`src/rtl/fifo_irq_pkg.sv`:
```
package fifo_irq_pkg;
  localparam int DATA_W   = 32;
  localparam int N_EN     = 3;
  localparam int IDX_RXTH = 0;
  localparam int IDX_TXTH = 1;
  localparam int IDX_TMO  = 2;

  localparam int ST_RXTH  = 0;
  localparam int ST_TXTH  = 1;
  localparam int ST_TMO   = 4;
  localparam int ST_BERR  = 7;
  localparam int ST_RXE   = 8;
  localparam int ST_TXE   = 9;
  localparam int RXCNT_LO = 16;
  localparam int TXSP_LO  = 24;

  localparam int ADDR_STATUS = 0;
  localparam int ADDR_ENABLE = 1;

  // word bit position of each enable (shared by the enable and status words)
  function automatic int en_bit(input int idx);
    case (idx)
      IDX_RXTH: return ST_RXTH;
      IDX_TXTH: return ST_TXTH;
      default:  return ST_TMO;
    endcase
  endfunction
endpackage

```
`src/rtl/irq_enable_reg.sv`:
```
module irq_enable_reg #(
  parameter int N = 3
) (
  input  logic         clk,
  input  logic         rst,
  input  logic         wr_en,
  input  logic [N-1:0] set_vec,
  input  logic [N-1:0] clr_vec,
  output logic [N-1:0] en
);
  logic [N-1:0] set_eff;
  assign set_eff = wr_en ? set_vec : '0;

  always_ff @(posedge clk) begin
    if (rst) en <= '0;
    else     en <= (en & ~clr_vec) | set_eff;
  end

  for (genvar i = 0; i < N; i++) begin : g_chk
    assert_set_R1: assert property (@(posedge clk) disable iff (rst)
      (wr_en && set_vec[i]) |=> en[i]);
    assert_zero_keeps_R1: assert property (@(posedge clk) disable iff (rst)
      (!(wr_en && set_vec[i]) && !clr_vec[i]) |=> $stable(en[i]));
    assert_clear_R10: assert property (@(posedge clk) disable iff (rst)
      (clr_vec[i] && !(wr_en && set_vec[i])) |=> !en[i]);
  end
endmodule

```
`src/rtl/rx_idle_timer.sv`:
```
module rx_idle_timer #(
  parameter int TMO_W = 16
) (
  input  logic             clk,
  input  logic             rst,
  input  logic             enable,
  input  logic             restart,
  input  logic             rx_empty,
  input  logic             rx_move,
  input  logic [TMO_W-1:0] limit,
  output logic             expired
);
  logic [TMO_W-1:0] cnt;
  logic [TMO_W:0]   cnt_next;
  assign cnt_next = {1'b0, cnt} + 1'b1;

  always_ff @(posedge clk) begin
    if (rst || restart || !enable || rx_empty) begin
      cnt     <= '0;
      expired <= 1'b0;
    end else if (rx_move) begin
      cnt <= '0;
    end else if (!expired) begin
      if (cnt_next >= {1'b0, limit}) expired <= 1'b1;
      else                           cnt     <= cnt_next[TMO_W-1:0];
    end
  end

  assert_empty_clears_R5: assert property (@(posedge clk) disable iff (rst)
    rx_empty |=> !expired);
  assert_disabled_clear_R5: assert property (@(posedge clk) disable iff (rst)
    !enable |=> !expired);
  assert_restart_R6: assert property (@(posedge clk) disable iff (rst)
    restart |=> !expired);
  assert_sticky_R4: assert property (@(posedge clk) disable iff (rst)
    (expired && enable && !rx_empty && !restart) |=> expired);
endmodule

```
`src/rtl/irq_status_pack.sv`:
```
module irq_status_pack
  import fifo_irq_pkg::*;
#(
  parameter int CNT_W = 8
) (
  input  logic [CNT_W-1:0] rx_count,
  input  logic [CNT_W-1:0] tx_space,
  input  logic [CNT_W-1:0] rx_thresh,
  input  logic [CNT_W-1:0] tx_thresh,
  input  logic             rx_empty,
  input  logic             tx_empty,
  input  logic             bus_err,
  input  logic             tmo_flag,
  input  logic [N_EN-1:0]  en,
  output logic [DATA_W-1:0] status,
  output logic             irq_any
);
  always_comb begin
    status                  = '0;
    status[ST_RXTH]         = en[IDX_RXTH] && (rx_count >= rx_thresh);
    status[ST_TXTH]         = en[IDX_TXTH] && (tx_space >= tx_thresh);
    status[ST_TMO]          = en[IDX_TMO] && tmo_flag;
    status[ST_BERR]         = bus_err;
    status[ST_RXE]          = rx_empty;
    status[ST_TXE]          = tx_empty;
    status[RXCNT_LO +: 8]   = 8'(rx_count);
    status[TXSP_LO +: 8]    = 8'(tx_space);
  end

  assign irq_any = status[ST_RXTH] | status[ST_TXTH] | status[ST_TMO] | status[ST_BERR];
endmodule

```
`src/rtl/fifo_irq_unit.sv`:
```
module fifo_irq_unit
  import fifo_irq_pkg::*;
#(
  parameter int CNT_W  = 8,
  parameter int TMO_W  = 16,
  parameter int ADDR_W = 2
) (
  input  logic              clk,
  input  logic              rst,
  input  logic [CNT_W-1:0]  rx_count,
  input  logic [CNT_W-1:0]  tx_space,
  input  logic              rx_empty,
  input  logic              tx_empty,
  input  logic              bus_err,
  input  logic              rx_push,
  input  logic              rx_pop,
  input  logic [CNT_W-1:0]  rx_thresh,
  input  logic [CNT_W-1:0]  tx_thresh,
  input  logic [TMO_W-1:0]  tmo_limit,
  input  logic [7:0]        en_clr,
  input  logic              bus_sel,
  input  logic              bus_wr,
  input  logic [ADDR_W-1:0] bus_addr,
  input  logic [31:0]       bus_wdata,
  output logic [31:0]       bus_rdata,
  output logic              irq
);
  logic [N_EN-1:0]   en, set_vec, clr_vec;
  logic [DATA_W-1:0] status, en_word;
  logic              wr_en, tmo_flag, irq_any;
  logic              unused_bits;

  assign unused_bits = ^{bus_wdata, en_clr};
  assign wr_en = bus_sel && bus_wr && (bus_addr == ADDR_W'(ADDR_ENABLE));

  always_comb begin
    en_word = '0;
    for (int i = 0; i < N_EN; i++) begin
      set_vec[i]          = bus_wdata[en_bit(i)];
      clr_vec[i]          = en_clr[en_bit(i)];
      en_word[en_bit(i)]  = en[i];
    end
  end

  irq_enable_reg #(.N(N_EN)) u_en (
    .clk(clk), .rst(rst), .wr_en(wr_en), .set_vec(set_vec),
    .clr_vec(clr_vec), .en(en)
  );

  rx_idle_timer #(.TMO_W(TMO_W)) u_tmr (
    .clk(clk), .rst(rst), .enable(en[IDX_TMO]),
    .restart(wr_en && set_vec[IDX_TMO]), .rx_empty(rx_empty),
    .rx_move(rx_push | rx_pop), .limit(tmo_limit), .expired(tmo_flag)
  );

  irq_status_pack #(.CNT_W(CNT_W)) u_st (
    .rx_count(rx_count), .tx_space(tx_space), .rx_thresh(rx_thresh),
    .tx_thresh(tx_thresh), .rx_empty(rx_empty), .tx_empty(tx_empty),
    .bus_err(bus_err), .tmo_flag(tmo_flag), .en(en),
    .status(status), .irq_any(irq_any)
  );

  always_ff @(posedge clk) begin
    if (rst) begin
      bus_rdata <= '0;
      irq       <= 1'b0;
    end else begin
      irq <= irq_any;
      if (bus_sel && !bus_wr) begin
        case (bus_addr)
          ADDR_W'(ADDR_STATUS): bus_rdata <= status;
          ADDR_W'(ADDR_ENABLE): bus_rdata <= en_word;
          default:              bus_rdata <= '0;
        endcase
      end
    end
  end

  assert_irq_follow_R9: assert property (@(posedge clk) disable iff (rst)
    !$past(rst) |-> (irq == $past(irq_any)));
  assert_berr_irq_R7: assert property (@(posedge clk) disable iff (rst)
    bus_err |=> irq);
  assert_tmo_gated_R5: assert property (@(posedge clk) disable iff (rst)
    status[ST_TMO] |-> tmo_flag);
endmodule

```
`config.mk`:
```
export PLATFORM = sky130hd
export DESIGN_NAME = fifo_irq_unit
export DESIGN_NICKNAME = d
export VERILOG_FILES = /design/src/rtl/fifo_irq_pkg.sv /design/src/rtl/irq_enable_reg.sv /design/src/rtl/rx_idle_timer.sv /design/src/rtl/irq_status_pack.sv /design/src/rtl/fifo_irq_unit.sv
export SDC_FILE = /design/constraint.sdc
export NUM_CORES = 1
export LEC_CHECK = 0
export BUFFER_PORTS_ARGS = -buffer_cell sky130_fd_sc_hd__clkbuf_2
export CAP_MARGIN = 40
export CELL_PAD_IN_SITES_DETAIL_PLACEMENT = 2
export CELL_PAD_IN_SITES_GLOBAL_PLACEMENT = 2
export CORE_MARGIN = 8
export CORE_UTILIZATION = 23
export DETAILED_ROUTE_END_ITERATION = 10
export PLACE_DENSITY = 0.88
export SETUP_SLACK_MARGIN = 0.1
export SYNTH_ARGS = -nofsm -noshare
export SYNTH_HDL_FRONTEND = slang
export SYNTH_SLANG_ARGS = --single-unit
```
`constraint.sdc`:
```
create_clock -name clk -period 3.3 [get_ports clk]
set_input_delay 0.495 -clock clk [delete_from_list [all_inputs] [get_ports clk]]
set_output_delay 0.495 -clock clk [all_outputs]
set_load 0.05 [all_outputs]
```
==> results.txt <==
largest net degree at the start of global routing: 29
initial antenna violation count: 0
hold crit path type: input pin to register
most frequent cells in the layout: 87 x clkbuf_2, 38 x nor2_1, 38 x dfxtp_1
WP buf/inv: 3
synth top area cells: dfxtp_1 31%, ha_1 15%, nor2_1 5.8%
detailed-router iteration count before antenna repair: 5
register area share after synthesis: 0.308
Final Hold Fails: 0
Avg Vias per Cell: 5.06
H-tree levels: 2
setup TNS: 0 ns
Slowest cell on crit path: or4_1
Most used DFF post-synth: dfxtp_1
vias in the first global route: 3500
critical path launch point: u_tmr.cnt[0]
EDFF count, synth: 0
# DRC: 0
Ports: 132
worst stage delay on the critical path: 0.50 ns
Worst setup SP type: register
TritonCTS clock tree: done
CTS max path bufs: 2
Synth Instances: 344
Via Count: 3106
pre-CTS WS: 0.0143 ns
Hold Crit Start: bus_wdata[1]
Worst-Skew Late Latency: 0.29 ns
cells along the critical path: buf_4 > nand2_2 > nor4_2 > nand2_2 > buf_6 > nor2_2 > xor2_1 > ha_1 > a311o_1 > or2_1 > buf_6 > or4_1 > a21oi_2
register bit total from synthesis: 43
die footprint: 16000 um2
Final nets: 598
Netlist cell types: 46
leakage: 0.00194 uW
RR Startpoint: u_tmr.cnt[0]
routed length per instance: 19.7 um
arrival time of the worst setup path: 3.40 ns
# fillers: 1342
max cap viols: 0
# hold bufs at CTS: 0
clock root buffer master: clkbuf_16
worst-path fanout max: 12
Ys Warns: 0
Final Critical Period: 3.18 ns
dpl cell area: 3590 um2
Req. time, crit path: 3.52 ns
final RePlAce weighted congestion: 0.779
RSZ-0062 raised after global routing: yes
Mapped Area: 2800 um2
VDD IR max: 0.190 mV
Yosys top cell area share: 0.308
actual slew at the worst max-slew pin: 0.710 ns
DRT antenna net count: 0
most common library cell in the layout ignoring fill and taps: clkbuf_2
crit path capture type: register
clk sink count: 43
Synth area leader: dfxtp_1
final period utilization: 0.964
initial core utilization: 0.234
first-pass GRT wire length: 18100 um
PortBufs: 87
All-Layer GR Usage: 0.140
r2r setup slk: 0.12 ns
crit path kind: register to register
fmax: 314 MHz
status: complete, no violations
PwrDens: 328 nW/um2
layout cells sized above 1: 0.392
core footprint: 12000 um2
Detailed Place HPWL: 9010 um
wirelength, routed: 12100 um
Die H: 126 um
Finished Cell Area: 4030 um2
async set-reset flop share out of synthesis: 0
post-synthesis area per instance: 8.14 um2
final setup violating endpoints: 0
Tot Pwr: 1320 uW
relative slew slack: 0.526
FP Rows: 40
Initial DRC Count: 123
clock transition at the registers of the reported paths: 0.07 ns
cell family with most CP delay: simple AND/OR/NAND/NOR gates
cts bufs inserted: 5
Die X: 126 um
# diodes: 0
clk_skew: 0.00517 ns
GR Overflow Total: 0
area delta synth->final: 43.9%
Max Transition Viols Final: 0
worst setup margin: 0.118 ns
## metal layers
metal | part of all wire | vias to the layer above | GRT usage
li1 | - | 1451 | -
met1 | 0.38 | 1559 | 0.142
met2 | 0.56 | 73 | 0.277
met3 | 0.033 | 23 | 0.0256
met4 | 0.028 | 0 | 0.0488
met5 | 0 | - | 0
## stage by stage
step | cells | hold WS, ns | util
after floorplan | 353 | 0.461 | -
after global placement | 595 | 0.462 | 0.298
after detailed placement | 596 | 0.485 | 0.300
after CTS | 607 | 0.457 | 0.321
after global routing | 614 | 0.459 | 0.337
final | 614 | 0.444 | 0.337
## cell families (layout without fill, tap and decap cells)
kind of cell | after synthesis | after routing | synth area share
adders and majority gates | 33 | 33 | 0.148
AOI/OAI and AO/OA | 88 | 88 | 0.215
buffers and inverters | 56 | 170 | 0.0894
xor gates and xnor gates | 14 | 14 | 0.0438
other | 1 | 10 | 0.00134
DFF | 43 | 43 | 0.308
and+or+nand+nor | 109 | 109 | 0.195
## flip-flops by register name, indices dropped and copies added, names as in the netlist
name,flops
irq,1
u_en.en,3
bus_rdata,22
u_tmr.expired,1
u_tmr.cnt,16
## report_power, final
group	switching, uW	leakage, uW	total, uW	internal, uW
registers	3.25	0.000350	527	523
clock network	227	0.0000868	605	377
logic	122	0.00150	191	69.0
## Yosys cell counts (all sizes together) (8+ instances only)
cell and number:
a21oi 18, a22oi 19, buf 13, clkbuf 8, dfxtp 43, ha 33
inv 35, nand2 19, nand3 8, nor2 43, o21ai 14
## tightest hold or removal path: cells and delay by family
family | cells | cell delay, ns
buffers and inverters | 1 | 0.08
and+or+nand+nor | 1 | 0.08
AOI/OAI and AO/OA | 1 | 0.05
## layout make-up
cell class | instances | area [um2] | share of cell area
multi-input combinational | 254 | 1900 | 0.471
sequential | 43 | 870 | 0.216
timing repair buffer | 127 | 771 | 0.191
tap | 147 | 184 | 0.0457
clock buffer | 6 | 139 | 0.0345
inverter | 35 | 131 | 0.0326
clock inverter | 2 | 35.0 | 0.00870
## worst paths after layout
path / endpoint / cells after the start
max: u_tmr.cnt[12] / 13
max reg2reg: u_tmr.cnt[12] / 13
min reg2reg: bus_rdata[1] / 2
min: u_en.en[1] / 3
## repair_timing
item	in CTS	in global routing
gates resized for setup	13	36
pin swaps	7	12
endpoints found under the hold margin	0	0
setup buffers	3	7
endpoints found under the setup margin	14	17
Note: power is estimated with default switching activity, not from simulation.
